===== src/rtl/tc8_pkg.sv =====
package tc8_pkg;
  typedef enum logic [1:0] {
    A_CNT = 2'd0,
    A_CMP = 2'd1,
    A_CTL = 2'd2,
    A_FLG = 2'd3
  } tc8_addr_t;

  typedef struct packed {
    logic invert;
    logic phase;
    logic pwm;
    logic run;
  } tc8_ctl_t;

  localparam int unsigned CTL_W = $bits(tc8_ctl_t);
endpackage


===== src/rtl/tc8_regs.sv =====
module tc8_regs
  import tc8_pkg::*;
#(
  parameter int unsigned W = 8
) (
  input  logic             clk,
  input  logic             rst,
  input  logic             we,
  input  logic [1:0]       addr,
  input  logic [W-1:0]     wdata,
  input  logic [W-1:0]     cnt,
  input  logic             ev_cmp,
  input  logic             ev_ovf,
  output tc8_ctl_t         ctl,
  output logic [W-1:0]     cmp_buf,
  output logic             irq_cmp,
  output logic             irq_ovf,
  output logic [W-1:0]     rdata
);
  logic flg_we;
  logic ctl_we;
  logic cmp_we;

  always_comb begin
    flg_we = we && (tc8_addr_t'(addr) == A_FLG);
    ctl_we = we && (tc8_addr_t'(addr) == A_CTL);
    cmp_we = we && (tc8_addr_t'(addr) == A_CMP);
  end

  always_ff @(posedge clk) begin
    if (rst) begin
      ctl     <= '0;
      cmp_buf <= '0;
      irq_cmp <= 1'b0;
      irq_ovf <= 1'b0;
      rdata   <= '0;
    end else begin
      if (ctl_we) ctl <= tc8_ctl_t'(wdata[CTL_W-1:0]);
      if (cmp_we) cmp_buf <= wdata;
      irq_cmp <= ev_cmp | (irq_cmp & ~(flg_we & wdata[0]));
      irq_ovf <= ev_ovf | (irq_ovf & ~(flg_we & wdata[1]));
      case (tc8_addr_t'(addr))
        A_CNT:   rdata <= cnt;
        A_CMP:   rdata <= cmp_buf;
        A_CTL:   rdata <= W'(ctl);
        default: rdata <= W'({irq_ovf, irq_cmp});
      endcase
    end
  end


  ev_flag_chk: assert property (@(posedge clk) disable iff (rst)
    ev_cmp |=> irq_cmp);


  flag_clear_chk: assert property (@(posedge clk) disable iff (rst)
    flg_we && wdata[0] && !ev_cmp |=> !irq_cmp);
endmodule


===== src/rtl/tc8_count.sv =====
module tc8_count #(
  parameter int unsigned W = 8
) (
  input  logic         clk,
  input  logic         rst,
  input  logic         tick,
  input  logic         run,
  input  logic         pwm,
  input  logic         phase,
  input  logic         cnt_we,
  input  logic         cmp_we,
  input  logic [W-1:0] wdata,
  input  logic [W-1:0] cmp_buf,
  output logic [W-1:0] cnt,
  output logic         up,
  output logic         adv,
  output logic         at_top,
  output logic         match,
  output logic         ev_cmp,
  output logic         ev_ovf
);
  localparam logic [W-1:0] MAXV = {W{1'b1}};
  localparam logic [W-1:0] ONE  = W'(1);

  logic [W-1:0] act;
  logic         blk;
  logic         at_bot;
  logic         updn;
  logic [W-1:0] nxt;
  logic         nup;
  logic         ovf_c;

  always_comb begin
    adv    = tick & run;
    updn   = pwm & phase;
    at_top = (cnt == MAXV);
    at_bot = (cnt == '0);
    match  = adv & ~blk & (cnt == act);
    nxt    = cnt + ONE;
    nup    = 1'b1;
    if (updn) begin
      if (up) begin
        if (at_top) begin
          nxt = MAXV - ONE;
          nup = 1'b0;
        end
      end else if (at_bot) begin
        nxt = ONE;
      end else begin
        nxt = cnt - ONE;
        nup = 1'b0;
      end
    end
    ovf_c = adv & (updn ? (~up & at_bot) : at_top);
  end

  always_ff @(posedge clk) begin
    if (rst) begin
      cnt    <= '0;
      up     <= 1'b1;
      blk    <= 1'b0;
      act    <= '0;
      ev_cmp <= 1'b0;
      ev_ovf <= 1'b0;
    end else begin
      ev_cmp <= match;
      ev_ovf <= ovf_c;
      if (cnt_we) begin
        cnt <= wdata;
        blk <= 1'b1;
      end else if (adv) begin
        cnt <= nxt;
        up  <= nup;
        blk <= 1'b0;
      end
      if (!pwm) act <= cmp_we ? wdata : cmp_buf;
      else if (adv && at_top) act <= cmp_buf;
    end
  end


  hold_chk: assert property (@(posedge clk) disable iff (rst)
    !cnt_we && !adv |=> $stable(cnt));


  load_chk: assert property (@(posedge clk) disable iff (rst)
    cnt_we |=> cnt == $past(wdata));


  block_chk: assert property (@(posedge clk) disable iff (rst)
    $past(cnt_we) && !cnt_we && adv |=> !ev_cmp);


  phase_step_chk: assert property (@(posedge clk) disable iff (rst)
    adv && !cnt_we && pwm && phase |=>
      (cnt == $past(cnt) + ONE) || (cnt == $past(cnt) - ONE));
endmodule


===== src/rtl/tc8_wave.sv =====
module tc8_wave (
  input  logic clk,
  input  logic rst,
  input  logic pwm,
  input  logic phase,
  input  logic invert,
  input  logic adv,
  input  logic at_top,
  input  logic up,
  input  logic match,
  output logic pwm_out
);
  logic st;

  always_ff @(posedge clk) begin
    if (rst) begin
      st      <= 1'b1;
      pwm_out <= 1'b0;
    end else begin
      pwm_out <= pwm ? (st ^ invert) : 1'b0;
      if (!pwm) begin
        st <= 1'b1;
      end else if (phase) begin
        if (match) st <= ~up;
      end else if (adv && at_top) begin
        st <= 1'b1;
      end else if (match) begin
        st <= 1'b0;
      end
    end
  end


  idle_low_chk: assert property (@(posedge clk) disable iff (rst)
    !pwm |=> !pwm_out);
endmodule


===== src/rtl/tc8_cmp_pwm.sv =====
module tc8_cmp_pwm
  import tc8_pkg::*;
#(
  parameter int unsigned W = 8
) (
  input  logic         clk,
  input  logic         rst,
  input  logic         tick,
  input  logic         bus_we,
  input  logic [1:0]   bus_addr,
  input  logic [W-1:0] bus_wdata,
  output logic [W-1:0] bus_rdata,
  output logic         pwm_out,
  output logic         irq_cmp,
  output logic         irq_ovf
);
  tc8_ctl_t     ctl;
  logic [W-1:0] cmp_buf;
  logic [W-1:0] cnt;
  logic         up, adv, at_top, match, ev_cmp, ev_ovf;
  logic         cnt_we, cmp_we;

  always_comb begin
    cnt_we = bus_we && (tc8_addr_t'(bus_addr) == A_CNT);
    cmp_we = bus_we && (tc8_addr_t'(bus_addr) == A_CMP);
  end

  tc8_regs #(.W(W)) regs_i (
    .clk(clk), .rst(rst), .we(bus_we), .addr(bus_addr), .wdata(bus_wdata),
    .cnt(cnt), .ev_cmp(ev_cmp), .ev_ovf(ev_ovf), .ctl(ctl),
    .cmp_buf(cmp_buf), .irq_cmp(irq_cmp), .irq_ovf(irq_ovf),
    .rdata(bus_rdata)
  );

  tc8_count #(.W(W)) count_i (
    .clk(clk), .rst(rst), .tick(tick), .run(ctl.run), .pwm(ctl.pwm),
    .phase(ctl.phase), .cnt_we(cnt_we), .cmp_we(cmp_we), .wdata(bus_wdata),
    .cmp_buf(cmp_buf), .cnt(cnt), .up(up), .adv(adv), .at_top(at_top),
    .match(match), .ev_cmp(ev_cmp), .ev_ovf(ev_ovf)
  );

  tc8_wave wave_i (
    .clk(clk), .rst(rst), .pwm(ctl.pwm), .phase(ctl.phase),
    .invert(ctl.invert), .adv(adv), .at_top(at_top), .up(up),
    .match(match), .pwm_out(pwm_out)
  );
endmodule


===== config.mk =====
export PLATFORM = sky130hd
export DESIGN_NAME = tc8_cmp_pwm
export DESIGN_NICKNAME = d
export VERILOG_FILES = /design/src/rtl/tc8_pkg.sv /design/src/rtl/tc8_regs.sv /design/src/rtl/tc8_count.sv /design/src/rtl/tc8_wave.sv /design/src/rtl/tc8_cmp_pwm.sv
export SDC_FILE = /design/constraint.sdc
export NUM_CORES = 1
export LEC_CHECK = 0
export BUFFER_PORTS_ARGS = -buffer_cell sky130_fd_sc_hd__buf_2
export CELL_PAD_IN_SITES_DETAIL_PLACEMENT = 2
export CELL_PAD_IN_SITES_GLOBAL_PLACEMENT = 2
export CORE_MARGIN = 3
export CORE_UTILIZATION = 36
export CTS_BUF_LIST = sky130_fd_sc_hd__clkbuf_4 sky130_fd_sc_hd__clkbuf_8 sky130_fd_sc_hd__clkbuf_16
export DETAILED_ROUTE_END_ITERATION = 10
export PLACE_DENSITY_LB_ADDON = 0.2
export SLEW_MARGIN = 20
export SYNTH_ARGS = -nofsm -noshare
export SYNTH_HDL_FRONTEND = slang
export SYNTH_SLANG_ARGS = --single-unit

===== constraint.sdc =====
create_clock -name clk -period 2.8 [get_ports clk]
set_clock_uncertainty 0.15 [all_clocks]
set_input_delay 0 -clock clk [delete_from_list [all_inputs] [get_ports clk]]
set_output_delay 0 -clock clk [all_outputs]
set_load 0.05 [all_outputs]

Yosys cells after proc, flatten, opt, wreduce, memory -nomap -nowiden
Cells that the tools add are included.

cells by class
  add/subtract/negate cells = 2
  equal/unequal tests = 7
  muxes and demuxes = 21
  bitwise logic cells = 19
  reduce and logical (&&, ||, !) cells = 12

operator list
  operator                                               count
  2-to-1 mux 8 bit                                       9
  one-hot mux 8 bit (3 select lines)                     1
  2-to-1 mux 1 bit                                       11
  AND 1 bit                                              10
  adder 8 x 1 -> 8 bit, second input constant            1
  equality test 8 bit                                    1
  equality test 8 bit, second input constant             1
  logical NOT 8 bit                                      1
  subtractor 8 x 1 -> 8 bit, second input constant       1
  NOT 1 bit                                              6
  logical AND 1 bit                                      5
  equality test 2 bit, second input constant             2
  inequality test 2 x 1 -> 1 bit, second input constant  2
  AND reduction 2 bit                                    2
  nonzero test 2 bit                                     2
  equality test 2 x 1 -> 1 bit, second input constant    1
  logical NOT 2 bit                                      1
  bitwise OR 1 bit                                       2
  OR reduction 2 bit                                     1
  XOR 1 bit                                              1

storage, ports and cells
  register bits after elaboration = 44
  bits of input ports = 14
  output and inout bits = 11
  word-level logic and storage cells = 77

Logic depth before layout (Yosys ltp)
  word-level depth = 6
  gate-level depth with buffers = 8
  gate-level depth less buffers = 7

Modules after synthesis
A second synthesis with hierarchy kept.

second synthesis, totals
  cell total of the unflattened synthesis = 281
  area total of the unflattened synthesis = 2585.0 µm²

modules (own cells, without submodules)
  module       times used  cells each  area an instance (µm²)  seq. area each (µm²)
  tc8_count    1           182         1522.7                  400.4
  tc8_regs     1           87          953.4                   440.4
  tc8_wave     1           10          87.6                    40.0
  tc8_cmp_pwm  1           2           21.3                    0.0

Least setup slack after synthesis
Ideal clock, no wire load.

  path kind = register to register
  start = reg count_i.cnt[1]
  end = reg count_i.cnt[0]
  setup time = 79 ps
  arrival = 1883 ps
  data required time = 2571 ps
  setup slack = 687 ps
  stages on the path, launching flop included = 8
  buffers on the path = 1
  clock period less this slack = 2113 ps
  cell sequence = dfxtp_1 -> clkbuf_1 -> inv_1 -> ha_1 -> or3b_4 -> or3_1 -> a211o_1 -> a211oi_2

between the ends
  longest elaborated chain between the ends = 6
  elaborated cells on any way between the ends = 8
  those cells by class = 1 x eq/ne; 6 x mux; 1 x reduce/logical

ends and longest elaborated chain
  what                                                      RTL line                          RTL
  start, declared                                           tc8_count.sv:14                   output logic [W-1:0] cnt,
  start signal, assigned                                    tc8_count.sv:69                   cnt <= wdata;
  start signal, assigned                                    tc8_count.sv:72                   cnt <= nxt;
  equality test 8 bit or logical NOT 8 bit (tied branches)  tc8_count.sv:36, tc8_count.sv:37
  2-to-1 mux 8 bit (on tied branches)                       tc8_count.sv:43, tc8_count.sv:47
  2-to-1 mux 8 bit *                                        tc8_count.sv:42                   if (up) begin
  2-to-1 mux 8 bit *                                        tc8_count.sv:41                   if (updn) begin
  2-to-1 mux 8 bit *                                        tc8_count.sv:71                   end else if (adv) begin
  2-to-1 mux 8 bit *                                        tc8_count.sv:68                   if (cnt_we) begin

Mark *: on every way between the ends. The rest lies on a longest branch, timed or not. The select of a mux whose other input is x is not followed.
A chain may end at the register's enable or synchronous reset.

Final worst setup path
  start = reg count_i.cnt[1]
  end = reg count_i.cnt[2]

between the ends
  longest elaborated chain between the ends = 6
  elaborated cells on any way between the ends = 10
  those cells by class = 2 x add/sub; 1 x eq/ne; 6 x mux; 1 x reduce/logical

ends and longest elaborated chain
  what                                               RTL line                          RTL
  subtractor 8 x 1 -> 8 bit (tied with other cells)  tc8_count.sv:50                   nxt = cnt - ONE;
  2-to-1 mux 8 bit (on tied branches)                tc8_count.sv:47, tc8_count.sv:43
  2-to-1 mux 8 bit                                   tc8_count.sv:42
  2-to-1 mux 8 bit *                                 tc8_count.sv:41
  2-to-1 mux 8 bit *                                 tc8_count.sv:71
  2-to-1 mux 8 bit *                                 tc8_count.sv:68

Marks and branches as above.

==> flow_summary.toml <==
[layout]
area_growth_pct = 14.0
drive_gt1_share_pct = 16.7
fillers = 726
fin_area_um2 = 2770
layout.nets = 315
n_antenna_cell = 0

[setup_path]
reg2reg_setup_slack_ns = 0.34
max_stage_delay_ns = 0.59
cp-start-kind = "register"
criticalPathCategory = "register to register"
cp_max_fo = 11
cp_cell_sequence = "ha_1 -> nand3_1 -> or2_0 -> a2111oi_2 -> nand2_1 -> a21oi_1"
crit_slowest_cell = "dfxtp_1"
r2r_end = "count_i.cnt[2]$_SDFFE_PP0P_"
critPathArrivalTime_ns = 2.53
required_ns = 2.87
worstRegToRegCells = 6
end_kind = "register"
rr_startpoint = "count_i.cnt[1]$_SDFFE_PP0P_"

[synthesis]
netlist_instances = 276
synth_seq_area_share_pct = 36.3
ys_async_sr_fraction_pct = 0
synth.area.top_cells = "dfxtp_1 (36%), mux2i_1 (11%), nor2_1 (4.6%)"
synth-edff-count = 0
ys_warn_count = 0
synthAdderAreaFrac_pct = 1.55
muxShareOfSynthArea_pct = 12.6
netlist_area_um2 = 2430
synth_top_area_share_pct = 36.3
synth_cell_types = 54
synthXorXnorAreaFrac_pct = 4.69
synth_simple_gate_area_share_pct = 22.5
syn_area_per_cell_um2 = 8.80
yosys.area.top_type = "dfxtp_1"
synth_nets = 293
synth_compound_area_share_pct = 16.1
synth_ff_type = "dfxtp_1"
ys_seq_elements = 44
synth_top_family_by_area = "simple AND/OR/NAND/NOR gates"

[floorplan]
core_um2 = 6460
die_area_um2 = 7770
initial_core_util_pct = 37.6
die_w_um = 88.1
io_pins = 25
die_height_um = 88.1
rows = 29

[routing]
wl_met3_um = 216
dr.pass1.iters = 4
vias_per_cell = 5.78
drc = 0
vias = 2173
ant_nets = 0
wirelength_mm = 7.71
m1WireLength_mm = 3.76
dr_wl_met2_mm = 3.66
avgRoutedWirePerCell_um = 20.5
drtIter0Drc = 123
routed.top_layer = "met4"

[sta]
max_clock_freq_ghz = 0.406
slew_violations = 0
setup_tns_ns = 0
tightest_slew_ns = 0.825
hold_viol = 0
fin_crit_sh_pct = 87.9
rsz0062_at_grt = "no"
relSlewSlack_pct = 45.0
period_needed_ns = 2.46
setup_viol = 0

[clocking]
clkTransAtPathRegs_ns = 0.09
clock_latency_ns = 0.30
cts_made_buffers = 5
cts_tree = "done"
h-tree-depth = 2
clk_path_buf_depth = 2
root_buffer = "clkbuf_8"
cts.sinks = 44
post_cts.resized_instances = 0

[global_routing]
grt_pass1_vias = 2308
grt_pass1_wl_mm = 12.6
antenna_found_initial = 0
grt_overflow = 0
grtUsageTotal_pct = 21.2
grt_start_max_net_pins = 46

[pwr]
power.leakage_uw = 0.00114
net-switching-power_uw = 374
swShare_pct = 27.0
comb_power_share_pct = 14.8
pwr-share-clk_pct = 36.3
pwr-share-seq_pct = 48.9
max-vdd-ir-drop_mv = 0.254
internal-power_uw = 1010
p_per_area_nw_per_um2 = 501

[hold_path]
min_path_type = "input port to register"
min_path_cells = 3
hp-start = "bus_addr[0]"
min_to = "regs_i.rdata[5]$_SDFF_PP0_"

[outcome]
outcome = "completed"

[placed_design]
place_area_um2 = 2560
place_congestion = 0.858
dp_hpwl_mm = 5.45
port_buffers = 24

[job]
drv_cap = 0
Yosys cell counts (4+ instances only):
cell type / n
o21ai_0: 6
clkbuf_1: 13
a211oi_1: 12
mux2i_1: 26
nand4_1: 4
nor2_1: 30
nand3_1: 6
a21oi_1: 13
nand2_1: 11
inv_1: 4
buf_2: 4
nor3_1: 17
nor2b_1: 12
buf_4: 6
dfxtp_1: 44
xor2_1: 11
a31oi_1: 4
how the worst max path moves through the flow:
| stage | cells past startpoint | startpoint | endpoint |
|---|---|---|---|
| after floorplan | 7 | count_i.cnt[1]$_SDFFE_PP0P_ | count_i.cnt[0]$_SDFFE_PP0P_ |
| after global placement | 6 | count_i.cnt[1]$_SDFFE_PP0P_ | count_i.cnt[5]$_SDFFE_PP0P_ |
| after detailed placement | 6 | count_i.cnt[1]$_SDFFE_PP0P_ | count_i.cnt[1]$_SDFFE_PP0P_ |
| after CTS | 6 | count_i.cnt[1]$_SDFFE_PP0P_ | count_i.act[7]$_SDFFE_PP0P_ |
| after global routing | 6 | count_i.cnt[1]$_SDFFE_PP0P_ | count_i.cnt[2]$_SDFFE_PP0P_ |
| final | 6 | count_i.cnt[1]$_SDFFE_PP0P_ | count_i.cnt[2]$_SDFFE_PP0P_ |
sequential cells by signal, indices dropped and copies added (netlist names):
name,count
wave_i.st,1
regs_i.rdata,8
regs_i.ctl,4
count_i.ev_ovf,1
count_i.up,1
regs_i.irq_ovf,1
count_i.ev_cmp,1
wave_i.pwm_out,1
count_i.blk,1
count_i.act,8
count_i.cnt,8
regs_i.irq_cmp,1
regs_i.cmp_buf,8
cells in the final DEF, fill, tap and decap left out, types with 2 or more instances in the layout:
master / synthesis / layout
a211o_1: 2 / 2
a21oi_1: 13 / 13
nor2b_1: 12 / 12
ha_1: 3 / 3
mux2i_1: 26 / 26
inv_1: 4 / 4
nor2_1: 30 / 30
buf_4: 6 / 7
o22ai_1: 3 / 3
nand2_1: 11 / 11
a211oi_1: 12 / 12
nand3b_1: 3 / 3
nor3_1: 17 / 17
nor3b_1: 2 / 2
buf_2: 4 / 24
a31oi_1: 4 / 4
nand4_1: 4 / 4
xnor2_1: 2 / 2
xor2_1: 11 / 11
dlygate4sd3_1: 0 / 10
mux4_2: 2 / 2
clkbuf_8: 0 / 5
or3_1: 3 / 3
a22o_1: 2 / 2
nand3_1: 6 / 6
o21bai_1: 3 / 3
o21ai_0: 6 / 6
dfxtp_1: 44 / 44
worst max-delay path: cells and delay by family (launching register included):
family | cells | cell delay (ns)
compound gates | 2 | 0.71
simple gates | 3 | 0.58
flops | 1 | 0.59
fa+ha+maj | 1 | 0.34
per-layer routing:
layer	vias up	global-route usage, %
li1	1036	-
met1	1087	28.9
met2	43	35.6
met3	7	3.10
met4	0	4.40
met5	-	0
area by class of cell:
| type | count | area, um^2 | share of cell area [%] |
|---|---|---|---|
| clock buffer | 6 | 76.3 | 2.76 |
| tap | 77 | 96.3 | 3.48 |
| clock inverter | 2 | 35.0 | 1.27 |
| inverter | 4 | 15.0 | 0.542 |
| timing repair buffer | 41 | 273 | 9.85 |
| multi-input combinational | 202 | 1390 | 50.3 |
| sequential | 44 | 881 | 31.8 |
what timing repair did:
item	CTS	global route
setup buffers	0	0
hold buffers	10	0
hold endpoints to repair	26	0
power by group through the flow:
stage	Combinational, uW	Clock, uW	Sequential, uW
floorplan	146	0	683
global placement	190	0	691
detailed placement	194	0	692
CTS	206	518	678
global route	227	540	683
finish	205	503	678
through the flow:
stage / hold slack (ns) / setup WS (ns) / instances / utilization [%] / power, uW
2_1_floorplan: -0.00606 / 0.687 / 276 / - / 829
3_3_place_gp: 0.134 / 0.481 / 358 / 39.6 / 881
3_5_place_dp: 0.147 / 0.381 / 358 / 39.6 / 886
4_1_cts: 0.0597 / 0.339 / 376 / 42.9 / 1400
5_1_grt: 0.0896 / 0.0175 / 376 / 42.9 / 1450
6_report: 0.0592 / 0.337 / 376 / 42.9 / 1390
cell families (layout without fill, tap and decap cells):
logic type | Yosys count | after routing
simple gates | 102 | 102
compound gates | 56 | 56
flops | 44 | 44
buf+inv | 30 | 53
mux | 28 | 28
xor+xnor | 13 | 13
fa+ha+maj | 3 | 3
Power figures use the tool's default switching activity.
